## src/rtl/legacy_dec_pkg.sv

```systemverilog
package legacy_dec_pkg;

   typedef enum logic [1:0] {
      ROUTE_BUS    = 2'b00,
      ROUTE_MEM_RO = 2'b01,
      ROUTE_MEM_RW = 2'b11
   } route_t;

   typedef enum logic [1:0] {
      REGION_LOW = 2'd0,
      REGION_WIN = 2'd1,
      REGION_SEG = 2'd2,
      REGION_TOP = 2'd3
   } region_t;

   // 2-bit attribute code to target: 3 -> RW, 1 -> RO, 0 and 2 -> bus
   function automatic route_t attr_to_route(input logic [1:0] code);
      route_t r;
      case (code)
         2'b11:   r = ROUTE_MEM_RW;
         2'b01:   r = ROUTE_MEM_RO;
         default: r = ROUTE_BUS;
      endcase
      return r;
   endfunction

endpackage

```

## src/rtl/ldec_cfg_regs.sv

```systemverilog
module ldec_cfg_regs #(
   parameter int          NUM_BYTES  = 7,
   parameter logic [7:0]  ATTR_OFS   = 8'h59,
   parameter logic [7:0]  SMRAM_OFS  = 8'h72,
   parameter logic [7:0]  SMRAM_INIT = 8'h02
) (
   input  logic                   clk,
   input  logic                   rst_n,
   input  logic                   cfg_we,
   input  logic [7:0]             cfg_ofs,
   input  logic [7:0]             cfg_wdata,
   output logic [NUM_BYTES*8-1:0] attr_bytes_o,
   output logic [7:0]             smram_o
);

   // one register per attribute byte, each with its own decoded offset
   for (genvar g = 0; g < NUM_BYTES; g++) begin : g_attr
      localparam logic [7:0] MY_OFS = 8'(int'(ATTR_OFS) + g);
      logic [7:0] q;
      always_ff @(posedge clk) begin
         if (!rst_n)
            q <= 8'h00;
         else if (cfg_we && (cfg_ofs == MY_OFS))
            q <= cfg_wdata;
      end
      assign attr_bytes_o[g*8 +: 8] = q;
   end

   always_ff @(posedge clk) begin
      if (!rst_n)
         smram_o <= SMRAM_INIT;
      else if (cfg_we && (cfg_ofs == SMRAM_OFS))
         smram_o <= cfg_wdata;
   end

endmodule

```

## src/rtl/ldec_seg_attr.sv

```systemverilog
module ldec_seg_attr #(
   parameter int NUM_SEGS = 12,
   parameter int TOP_LSB  = 4,
   localparam int NUM_BYTES = 1 + NUM_SEGS / 2
) (
   input  logic [NUM_BYTES*8-1:0] attr_bytes_i,
   output logic [NUM_SEGS*2-1:0]  seg_code_o,
   output logic [1:0]             top_code_o
);

   // byte 0 carries the top segment; segments pack two per following byte
   assign top_code_o = attr_bytes_i[TOP_LSB +: 2];

   for (genvar i = 0; i < NUM_SEGS; i++) begin : g_seg
      localparam int BYTE_IDX = 1 + i / 2;
      localparam int NIB_LSB  = (i % 2) * 4;
      assign seg_code_o[2*i +: 2] = attr_bytes_i[BYTE_IDX*8 + NIB_LSB +: 2];
   end

   logic unused_attr_bits;
   assign unused_attr_bits = ^attr_bytes_i;

endmodule

```

## src/rtl/ldec_window_gate.sv

```systemverilog
module ldec_window_gate #(
   parameter int OPEN_BIT = 6,
   parameter int SMM_BIT  = 3
) (
   input  logic [7:0] smram_i,
   input  logic       smm_active_i,
   output logic       win_open_o
);

   assign win_open_o = smram_i[OPEN_BIT] | (smm_active_i & smram_i[SMM_BIT]);

   logic unused_smram_bits;
   assign unused_smram_bits = ^smram_i;

endmodule

```

## src/rtl/ldec_addr_classify.sv

```systemverilog
module ldec_addr_classify
   import legacy_dec_pkg::*;
#(
   parameter int                ADDR_W    = 20,
   parameter int                NUM_SEGS  = 12,
   parameter int                SEG_BITS  = 14,
   parameter logic [ADDR_W-1:0] WIN_BASE  = 20'hA0000,
   parameter logic [ADDR_W-1:0] SEG_BASE  = 20'hC0000,
   parameter logic [ADDR_W-1:0] TOP_BASE  = 20'hF0000,
   localparam int               SEG_IDX_W = (NUM_SEGS > 1) ? $clog2(NUM_SEGS) : 1
) (
   input  logic [ADDR_W-1:0]    addr_i,
   output region_t              region_o,
   output logic [SEG_IDX_W-1:0] seg_idx_o
);

   logic [ADDR_W-1:0] seg_off;

   always_comb begin
      if (addr_i < WIN_BASE)
         region_o = REGION_LOW;
      else if (addr_i < SEG_BASE)
         region_o = REGION_WIN;
      else if (addr_i < TOP_BASE)
         region_o = REGION_SEG;
      else
         region_o = REGION_TOP;
   end

   assign seg_off   = addr_i - SEG_BASE;
   assign seg_idx_o = seg_off[SEG_BITS +: SEG_IDX_W];

   logic unused_off_bits;
   assign unused_off_bits = ^seg_off;

endmodule

```

## src/rtl/legacy_window_decoder.sv

```systemverilog
module legacy_window_decoder
   import legacy_dec_pkg::*;
#(
   parameter int                ADDR_W     = 20,
   parameter int                NUM_SEGS   = 12,
   parameter int                SEG_BITS   = 14,
   parameter logic [ADDR_W-1:0] WIN_BASE   = 20'hA0000,
   parameter logic [ADDR_W-1:0] SEG_BASE   = 20'hC0000,
   parameter logic [ADDR_W-1:0] TOP_BASE   = 20'hF0000,
   parameter logic [7:0]        ATTR_OFS   = 8'h59,
   parameter logic [7:0]        SMRAM_OFS  = 8'h72,
   parameter logic [7:0]        SMRAM_INIT = 8'h02,
   parameter int                TOP_LSB    = 4,
   parameter int                OPEN_BIT   = 6,
   parameter int                SMM_BIT    = 3
) (
   input  logic              clk,
   input  logic              rst_n,
   input  logic              cfg_we,
   input  logic [7:0]        cfg_ofs,
   input  logic [7:0]        cfg_wdata,
   input  logic              smm_active,
   input  logic              acc_valid,
   input  logic              acc_write,
   input  logic [ADDR_W-1:0] acc_addr,
   output logic [1:0]        route_o,
   output logic              mem_rd_o,
   output logic              mem_we_o,
   output logic              wr_drop_o,
   output logic              bus_cyc_o
);

   localparam int NUM_BYTES = 1 + NUM_SEGS / 2;
   localparam int SEG_IDX_W = (NUM_SEGS > 1) ? $clog2(NUM_SEGS) : 1;

   // elaboration-time parameter checks
   if (NUM_SEGS % 2 != 0) begin : g_chk_even
      $error("NUM_SEGS must be even: segments pack two per byte");
   end
   if ((int'(SEG_BASE) + (NUM_SEGS << SEG_BITS)) != int'(TOP_BASE)) begin : g_chk_span
      $error("segment span must end exactly at TOP_BASE");
   end
   if (!(WIN_BASE < SEG_BASE)) begin : g_chk_order
      $error("window must lie below the segment area");
   end
   if (TOP_LSB > 6 || OPEN_BIT > 7 || SMM_BIT > 7) begin : g_chk_bits
      $error("control bit positions out of byte range");
   end

   logic [NUM_BYTES*8-1:0] attr_bytes;
   logic [7:0]             smram_byte;
   logic [NUM_SEGS*2-1:0]  seg_code;
   logic [1:0]             top_code;
   logic                   win_open;
   region_t                region;
   logic [SEG_IDX_W-1:0]   seg_idx;
   route_t                 route;

   ldec_cfg_regs #(
      .NUM_BYTES  (NUM_BYTES),
      .ATTR_OFS   (ATTR_OFS),
      .SMRAM_OFS  (SMRAM_OFS),
      .SMRAM_INIT (SMRAM_INIT)
   ) u_regs (
      .clk          (clk),
      .rst_n        (rst_n),
      .cfg_we       (cfg_we),
      .cfg_ofs      (cfg_ofs),
      .cfg_wdata    (cfg_wdata),
      .attr_bytes_o (attr_bytes),
      .smram_o      (smram_byte)
   );

   ldec_seg_attr #(
      .NUM_SEGS (NUM_SEGS),
      .TOP_LSB  (TOP_LSB)
   ) u_seg (
      .attr_bytes_i (attr_bytes),
      .seg_code_o   (seg_code),
      .top_code_o   (top_code)
   );

   ldec_window_gate #(
      .OPEN_BIT (OPEN_BIT),
      .SMM_BIT  (SMM_BIT)
   ) u_win (
      .smram_i      (smram_byte),
      .smm_active_i (smm_active),
      .win_open_o   (win_open)
   );

   ldec_addr_classify #(
      .ADDR_W   (ADDR_W),
      .NUM_SEGS (NUM_SEGS),
      .SEG_BITS (SEG_BITS),
      .WIN_BASE (WIN_BASE),
      .SEG_BASE (SEG_BASE),
      .TOP_BASE (TOP_BASE)
   ) u_cls (
      .addr_i    (acc_addr),
      .region_o  (region),
      .seg_idx_o (seg_idx)
   );

   always_comb begin
      case (region)
         REGION_LOW: route = ROUTE_MEM_RW;
         REGION_WIN: route = win_open ? ROUTE_MEM_RW : ROUTE_BUS;
         REGION_SEG: route = attr_to_route(seg_code[2*seg_idx +: 2]);
         default:    route = attr_to_route(top_code);
      endcase
   end

   assign route_o   = route;
   assign mem_rd_o  = acc_valid & ~acc_write & (route != ROUTE_BUS);
   assign mem_we_o  = acc_valid &  acc_write & (route == ROUTE_MEM_RW);
   assign wr_drop_o = acc_valid &  acc_write & (route == ROUTE_MEM_RO);
   assign bus_cyc_o = acc_valid & (route == ROUTE_BUS);

endmodule

```

## config.mk

```make
export PLATFORM = sky130hd
export DESIGN_NAME = legacy_window_decoder
export DESIGN_NICKNAME = d
export VERILOG_FILES = /design/src/rtl/legacy_dec_pkg.sv /design/src/rtl/ldec_cfg_regs.sv /design/src/rtl/ldec_seg_attr.sv /design/src/rtl/ldec_window_gate.sv /design/src/rtl/ldec_addr_classify.sv /design/src/rtl/legacy_window_decoder.sv
export SDC_FILE = /design/constraint.sdc
export NUM_CORES = 1
export LEC_CHECK = 0
export CORE_MARGIN = 2
export CORE_UTILIZATION = 45
export DETAILED_ROUTE_END_ITERATION = 10
export PLACE_DENSITY = 0.81
export SLEW_MARGIN = 25
export SYNTH_ARGS = -nofsm -noshare
export SYNTH_HDL_FRONTEND = slang
export SYNTH_SLANG_ARGS = --single-unit
```

## constraint.sdc

```tcl
create_clock -name clk -period 3.2 [get_ports clk]
set_input_delay 0.8 -clock clk [delete_from_list [all_inputs] [get_ports clk]]
set_output_delay 0.8 -clock clk [all_outputs]
set_load 0.05 [all_outputs]
```

==> results.txt, run 1 <==
Initial antenna violation count = 0
Die X = 61.3 um
Mapped Area = 0.00148 mm2
Remaining DRCs = 0
Chip Height = 61.3 um
WL/cell = 15.0 um
Status = finished clean
Pin count of the biggest net entering global routing = 29
Layout net count = 239
Data arrival, critical path = 2.33 ns
DRT Pass-1 Iters = 4
Synthesized instance count = 156
Post-synth top area share = 0.380
Vias = 1,276
Cell Pwr Density = 308 mW/mm2
Slowest cell on the critical path = mux4_2
YS warnings = 0
Pleak = 0.000718 uW
Most used cell, CP = buf_6
Crit path launch type = primary input
Post-route cell area = 0.00197 mm2
Maximum root-to-sink buffer count = 2
Crit end category = output pin
GP Congestion = 0.753
Part of the Yosys area used for sequential elements = 0.380
Final hold violations = 0
Max FO, Critical Path = 4
Setup Fix Bufs, Post-CTS = 0
Post-route ant nets = 0
Netlist cell types = 32
Area after DPL = 0.00192 mm2
Ratio of cells with drive above 1 in the final layout = 0.174
Die area = 0.00375 mm2
Clock Sinks = 28
Slew margin rel. = 0.519
Worst endpoint required time = 2.40 ns
First-pass GRT wire length = 5.80 mm
Io pins = 48
Class of the most critical setup path = primary input to output pin
DRT iter0 DRCs = 55
Max frequency = 0.319 GHz
CTS tree = yes
Final wirelength = 3.60 mm
Placed cell count = 236
VDD IR max = 176 uV
Top post-synthesis cells by area = dfxtp_1 (38%), mux2i_1 (13%), nor2b_1 (8.1%)
Num CTS Buffers = 3
Core outline area = 0.00308 mm2
Initial Utilization = 0.479
Remaining Overflow, GRT = 0
Cell row count = 20
Cts hold-fix bufs = 0
HPWL Detailed = 2.82 mm
Clk_skew = 0 ns
Worst-Skew Late Latency = 0.33 ns
Tot GR Track Use = 0.213
Crit path cell chain = buf_6 > mux4_2 > and3b_4 > a31oi_4 > buf_6 > o21ai_4 > nor3_4 > buf_6
Yosys top cell by area = dfxtp_1
Clock Pin Slew Worst Setup and Hold Paths = 0.14 ns
Slowest Stage Delay on Critical Path = 0.51 ns
Synthesized flop and latch total = 28
Vias/cell = 5.34
Final Critical Period = 3.13 ns
Max Slew Vio Count = 0
Finished Layout Cells = 239
Final core utilization = 0.639
Synth-to-layout area growth = 33.3%
RSZ-0062 raised after global routing = false
Mapped Nets = 198
Hold Crit Class = flip-flop to flip-flop
Max-Cap Viols = 0
Mean post-synth cell area = 9.46 um2
CTS root buf = clkbuf_4
Max H-tree Level = 1
Setup slack, reg-to-reg = 2.49 ns
Final setup viols = 0
Ant diodes = 0
Worst-margin pin slew = 0.719 ns
Period utilisation layout = 0.979
IO Port Bufs = 31
Number of global-route vias before repair = 1,339
## through the flow
stage / hold WS, ns / power [uW] / TNS (ns) / setup WS [ns]
5_1_grt: 0.533 / 634 / 0 / 0.00341
3_3_place_gp: 0.466 / 468 / -2.50 / -0.478
3_5_place_dp: 0.494 / 471 / -2.53 / -0.473
4_1_cts: 0.513 / 611 / 0 / 0.00102
2_1_floorplan: 0.452 / 409 / 0 / 0.00307
6_report: 0.510 / 607 / 0 / 0.0669
## report_power, final
group          switching (uW)  internal [uW]
registers               0.216            349
logic                    55.5           60.6
clock network            97.1           44.2
## layout by cell type, fill, tap and decap left out, types with 2 or more instances in the layout
cell type,n
inv_1,3
a21boi_0,14
clkdlybuf4s50_1,19
dfxtp_1,28
and3_1,3
nand2b_1,2
buf_4,11
mux4_2,2
nand3b_1,2
mux2i_1,19
nor2b_1,18
nor2_1,7
dlygate4sd2_1,4
clkbuf_4,3
nand2_1,19
buf_6,5
o21ai_0,14
mux4_1,2
## critical path, delay by kind of cell
family | cells | cell delay, ns
mux | 1 | 0.51
compound gates | 2 | 0.24
simple gates | 2 | 0.38
buf+inv | 3 | 0.41
## path summary, 6_finish.rpt
kind                              start                    end  depth (start not counted)
setup / recovery           acc_addr[15]              wr_drop_o                          8
hold / removal    u_regs.g_attr[5].q[0]  u_regs.g_attr[5].q[0]                          2
setup reg to reg  u_regs.g_attr[6].q[1]  u_regs.g_attr[6].q[1]                          2
hold reg to reg   u_regs.g_attr[5].q[0]  u_regs.g_attr[5].q[0]                          2
## final cells by class
| type | instances | area, um2 |
|---|---|---|
| Fill cell | 283 | 1110 |
| Multi-Input combinational cell | 119 | 913 |
| Sequential cell | 28 | 561 |
| Timing Repair Buffer | 42 | 404 |
| Tap cell | 44 | 55.1 |
| Clock buffer | 3 | 22.5 |
| Inverter | 3 | 11.3 |
## registers in the layout (all words and copies together), names as in the netlist
signal           flops
u_regs.smram_o       2
u_regs.g_attr.q     26
## routing by layer
metal	vias up	track usage	share of wire
met5	-	0	0
met4	0	0.0776	0.0097
met3	4	0.0210	0.029
met2	25	0.413	0.57
met1	614	0.237	0.39
li1	633	-	-
## cells in the mapped netlist
cell	instances
and4bb_2	1
buf_6	1
nor2_1	7
a21boi_0	14
nor2b_1	19
a31oi_4	1
clkbuf_1	4
mux4_2	1
a31oi_1	1
dfxtp_1	28
a311oi_1	1
nand3_1	1
o21ai_2	1
o21a_1	1
mux4_1	3
a211oi_1	1
and3b_4	1
and2_1	1
nand2b_1	2
inv_1	3
nor3_2	1
mux2i_1	19
nand3b_1	2
buf_2	1
or3_1	1
nor3b_1	1
nor3_1	1
a22oi_1	1
o21ai_0	14
and4b_1	1
nand2_1	19
and3_1	3
## cells by family (layout without fill, tap and decap cells)
logic type             after synthesis  count (layout)  synth area share
AO/OA/AOI/OAI                       35              35             0.165
buffers and inverters                9              48            0.0288
flip-flops                          28              28             0.380
multiplexers                        23              23             0.198
AND/OR/NAND/NOR                     61              61             0.229
## repair_timing
item	in CTS	in global routing
resized for setup	17	8
cloned	0	0
endpoints found under the setup margin	6	3
pin swaps	2	5
Note: power is estimated with default switching activity, not from simulation.
==> run 2: changes to the inputs <==
==> constraint.sdc (replaced) <==
create_clock -name clk -period 3.55 [get_ports clk]
set_input_delay 0.8875 -clock clk [delete_from_list [all_inputs] [get_ports clk]]
set_output_delay 0.8875 -clock clk [all_outputs]
set_load 0.05 [all_outputs]
==> results.txt, run 2 (synthesis gave the netlist of run 1 again) <==
Worst-margin pin slew = 0.739 ns (+0.0208 ns)
RSZ-0062 raised after global routing = true
Clk_skew = 0 ns (unchanged)
WHS Path Cells = 2 (unchanged)
Post-route cell area = 0.00193 mm2 (-2.0%)
Most frequent cells in the layout = dfxtp_1 (28), clkdlybuf4s50_1 (22), mux2i_1 (19), nand2_1 (19), nor2b_1 (18)
Final core utilization = 0.626 (-0.0130)
Clock Sinks = 28 (unchanged)
Io pins = 48 (unchanged)
Crit end category = output pin
Max FFs per register = 26 (unchanged)
Crit path launch type = primary input
Worst hold start = u_regs.g_attr[0].q[4]
Vias = 1,255 (-1.6%)
Die area = 0.00375 mm2 (unchanged)
Vias/cell = 5.32 (-0.40%)
DRT Pass-1 Iters = 4 (unchanged)
Synth-to-layout area growth = 30.6%
Layout net count = 235 (-1.7%)
Cell row count = 20 (unchanged)
CTS tree = yes
Setup_tns = 0 ns (unchanged)
Pleak = 0.000699 uW (-2.6%)
Hold Crit Class = flip-flop to flip-flop
Max FO, Critical Path = 6 (+2)
Filler Cell Count = 254 (-10%)
Endpoint, Worst Hold = u_regs.g_attr[0].q[4]
Status = finished clean
Max frequency = 0.288 GHz
Largest Register = u_regs.g_attr.q
Period utilisation layout = 0.979
GP Congestion = 0.790 (+5.0%)
Remaining DRCs = 0 (unchanged)
Regs by FF count = u_regs.g_attr.q (26), u_regs.smram_o (2)
Slew margin rel. = 0.505 (-0.0139)
Num CTS Buffers = 3 (unchanged)
Max H-tree Level = 1 (unchanged)
Reg-to-Reg End = u_regs.g_attr[4].q[4]
Ant diodes = 0 (unchanged)
Final wirelength = 3.43 mm (-4.8%)
Class of the most critical setup path = primary input to output pin
Worst endpoint required time = 2.66 ns (+0.26 ns)
HPWL Detailed = 2.67 mm (-5.1%)
Chip Height = 61.3 um (unchanged)
Area after DPL = 0.00189 mm2 (-1.6%)
Reg-to-reg startpoint = u_regs.g_attr[4].q[4]
Post-route ant nets = 0 (unchanged)
Ratio of cells with drive above 1 in the final layout = 0.141 (-0.0337)
Initial antenna violation count = 0 (unchanged)
Pin count of the biggest net entering global routing = 29 (unchanged)
Final setup viols = 0 (unchanged)
Setup slack, reg-to-reg = 2.81 ns (+0.32 ns)
FF-to-FF path depth = 2 (unchanged)
Final Critical Period = 3.48 ns
Clock Pin Slew Worst Setup and Hold Paths = 0.14 ns (about the same)
Data arrival, critical path = 2.59 ns (+0.26 ns)
Cts hold-fix bufs = 0 (unchanged)
Max Slew Vio Count = 0 (unchanged)
VDD IR max = 159 uV (-9.7%)
First-pass GRT wire length = 5.60 mm (-3.4%)
Initial Utilization = 0.479 (unchanged)
Cell Pwr Density = 296 mW/mm2 (-4.1%)
Max-Cap Viols = 0 (unchanged)
Setup Fix Bufs, Post-CTS = 0 (unchanged)
Commonest non-fill, non-tap cell in the layout = dfxtp_1
Final hold violations = 0 (unchanged)
WL/cell = 14.5 um (-3.5%)
Worst-Skew Late Latency = 0.33 ns (about the same)
Remaining Overflow, GRT = 0 (unchanged)
Maximum root-to-sink buffer count = 2 (unchanged)
Die X = 61.3 um (unchanged)
Tot GR Track Use = 0.202 (-0.0114)
CTS root buf = clkbuf_4
Placed cell count = 232 (-1.7%)
Finished Layout Cells = 236 (-1.3%)
DRT iter0 DRCs = 38 (-31%)
Number of global-route vias before repair = 1,277 (-4.6%)
Core outline area = 0.00308 mm2 (unchanged)
IO Port Bufs = 31 (unchanged)
## run 2: through the flow
| stage | power, uW | worst slack (ns) | hold WS (ns) |
|---|---|---|---|
| 4_1_cts | 573 | 0.0542 | 0.498 |
| 6_report | 570 | 0.0738 | 0.493 |
| 3_3_place_gp | 418 | -0.265 | 0.465 |
| 3_5_place_dp | 421 | -0.275 | 0.477 |
| 2_1_floorplan | 365 | -0.141 | 0.452 |
| 5_1_grt | 590 | 0.00416 | 0.528 |
## run 2: worst max-delay path by stage
stage | slack [ns] | endpoint | start | depth (start not counted)
detailed placement | -0.27 | wr_drop_o | acc_addr[15] | 8
finish | 0.07 | wr_drop_o | acc_addr[15] | 8
global route | 0.004 | mem_we_o | acc_addr[19] | 8
floorplan | -0.14 | wr_drop_o | acc_addr[15] | 6
global placement | -0.26 | wr_drop_o | acc_addr[15] | 8
CTS | 0.05 | wr_drop_o | acc_addr[15] | 8
## run 2: final cells by class
cell class | count | area, um2 | share of cell area
multi-input cells | 119 | 878 | 0.456
flip-flops and latches | 28 | 561 | 0.291
repair buffers | 38 | 385 | 0.200
well taps | 44 | 55.1 | 0.0286
clock buffers | 4 | 36.3 | 0.0188
inverters | 3 | 11.3 | 0.00584
## run 2: worst max-delay path, cell delays in order
cell	delay, ns
dlygate4sd2_1	0.24
buf_12	0.13
mux4_2	0.50
and3b_4	0.21
a31oi_4	0.16
o21ai_2	0.09
nor3_2	0.19
buf_12	0.17
## run 2: power by group
part           switching [uW]  leakage [uW]  internal, uW
sequential              0.184      0.000225           315
combinational            47.5      0.000453          52.0
clock                    92.8     0.0000210          62.9
total                     141      0.000699           430
## run 2: per-layer routing
metal,vias to the layer above,global-route usage,routed length (um)
met5,-,0,0
met2,29,0.386,1770
met1,596,0.233,1460
met4,0,0.0652,47
met3,5,0.0189,139
li1,625,-,-
## run 2: repair_timing
action | in CTS | in global routing
pin swaps | 1 | 1
setup endpoints to repair | 6 | 1
resized for setup | 3 | 2
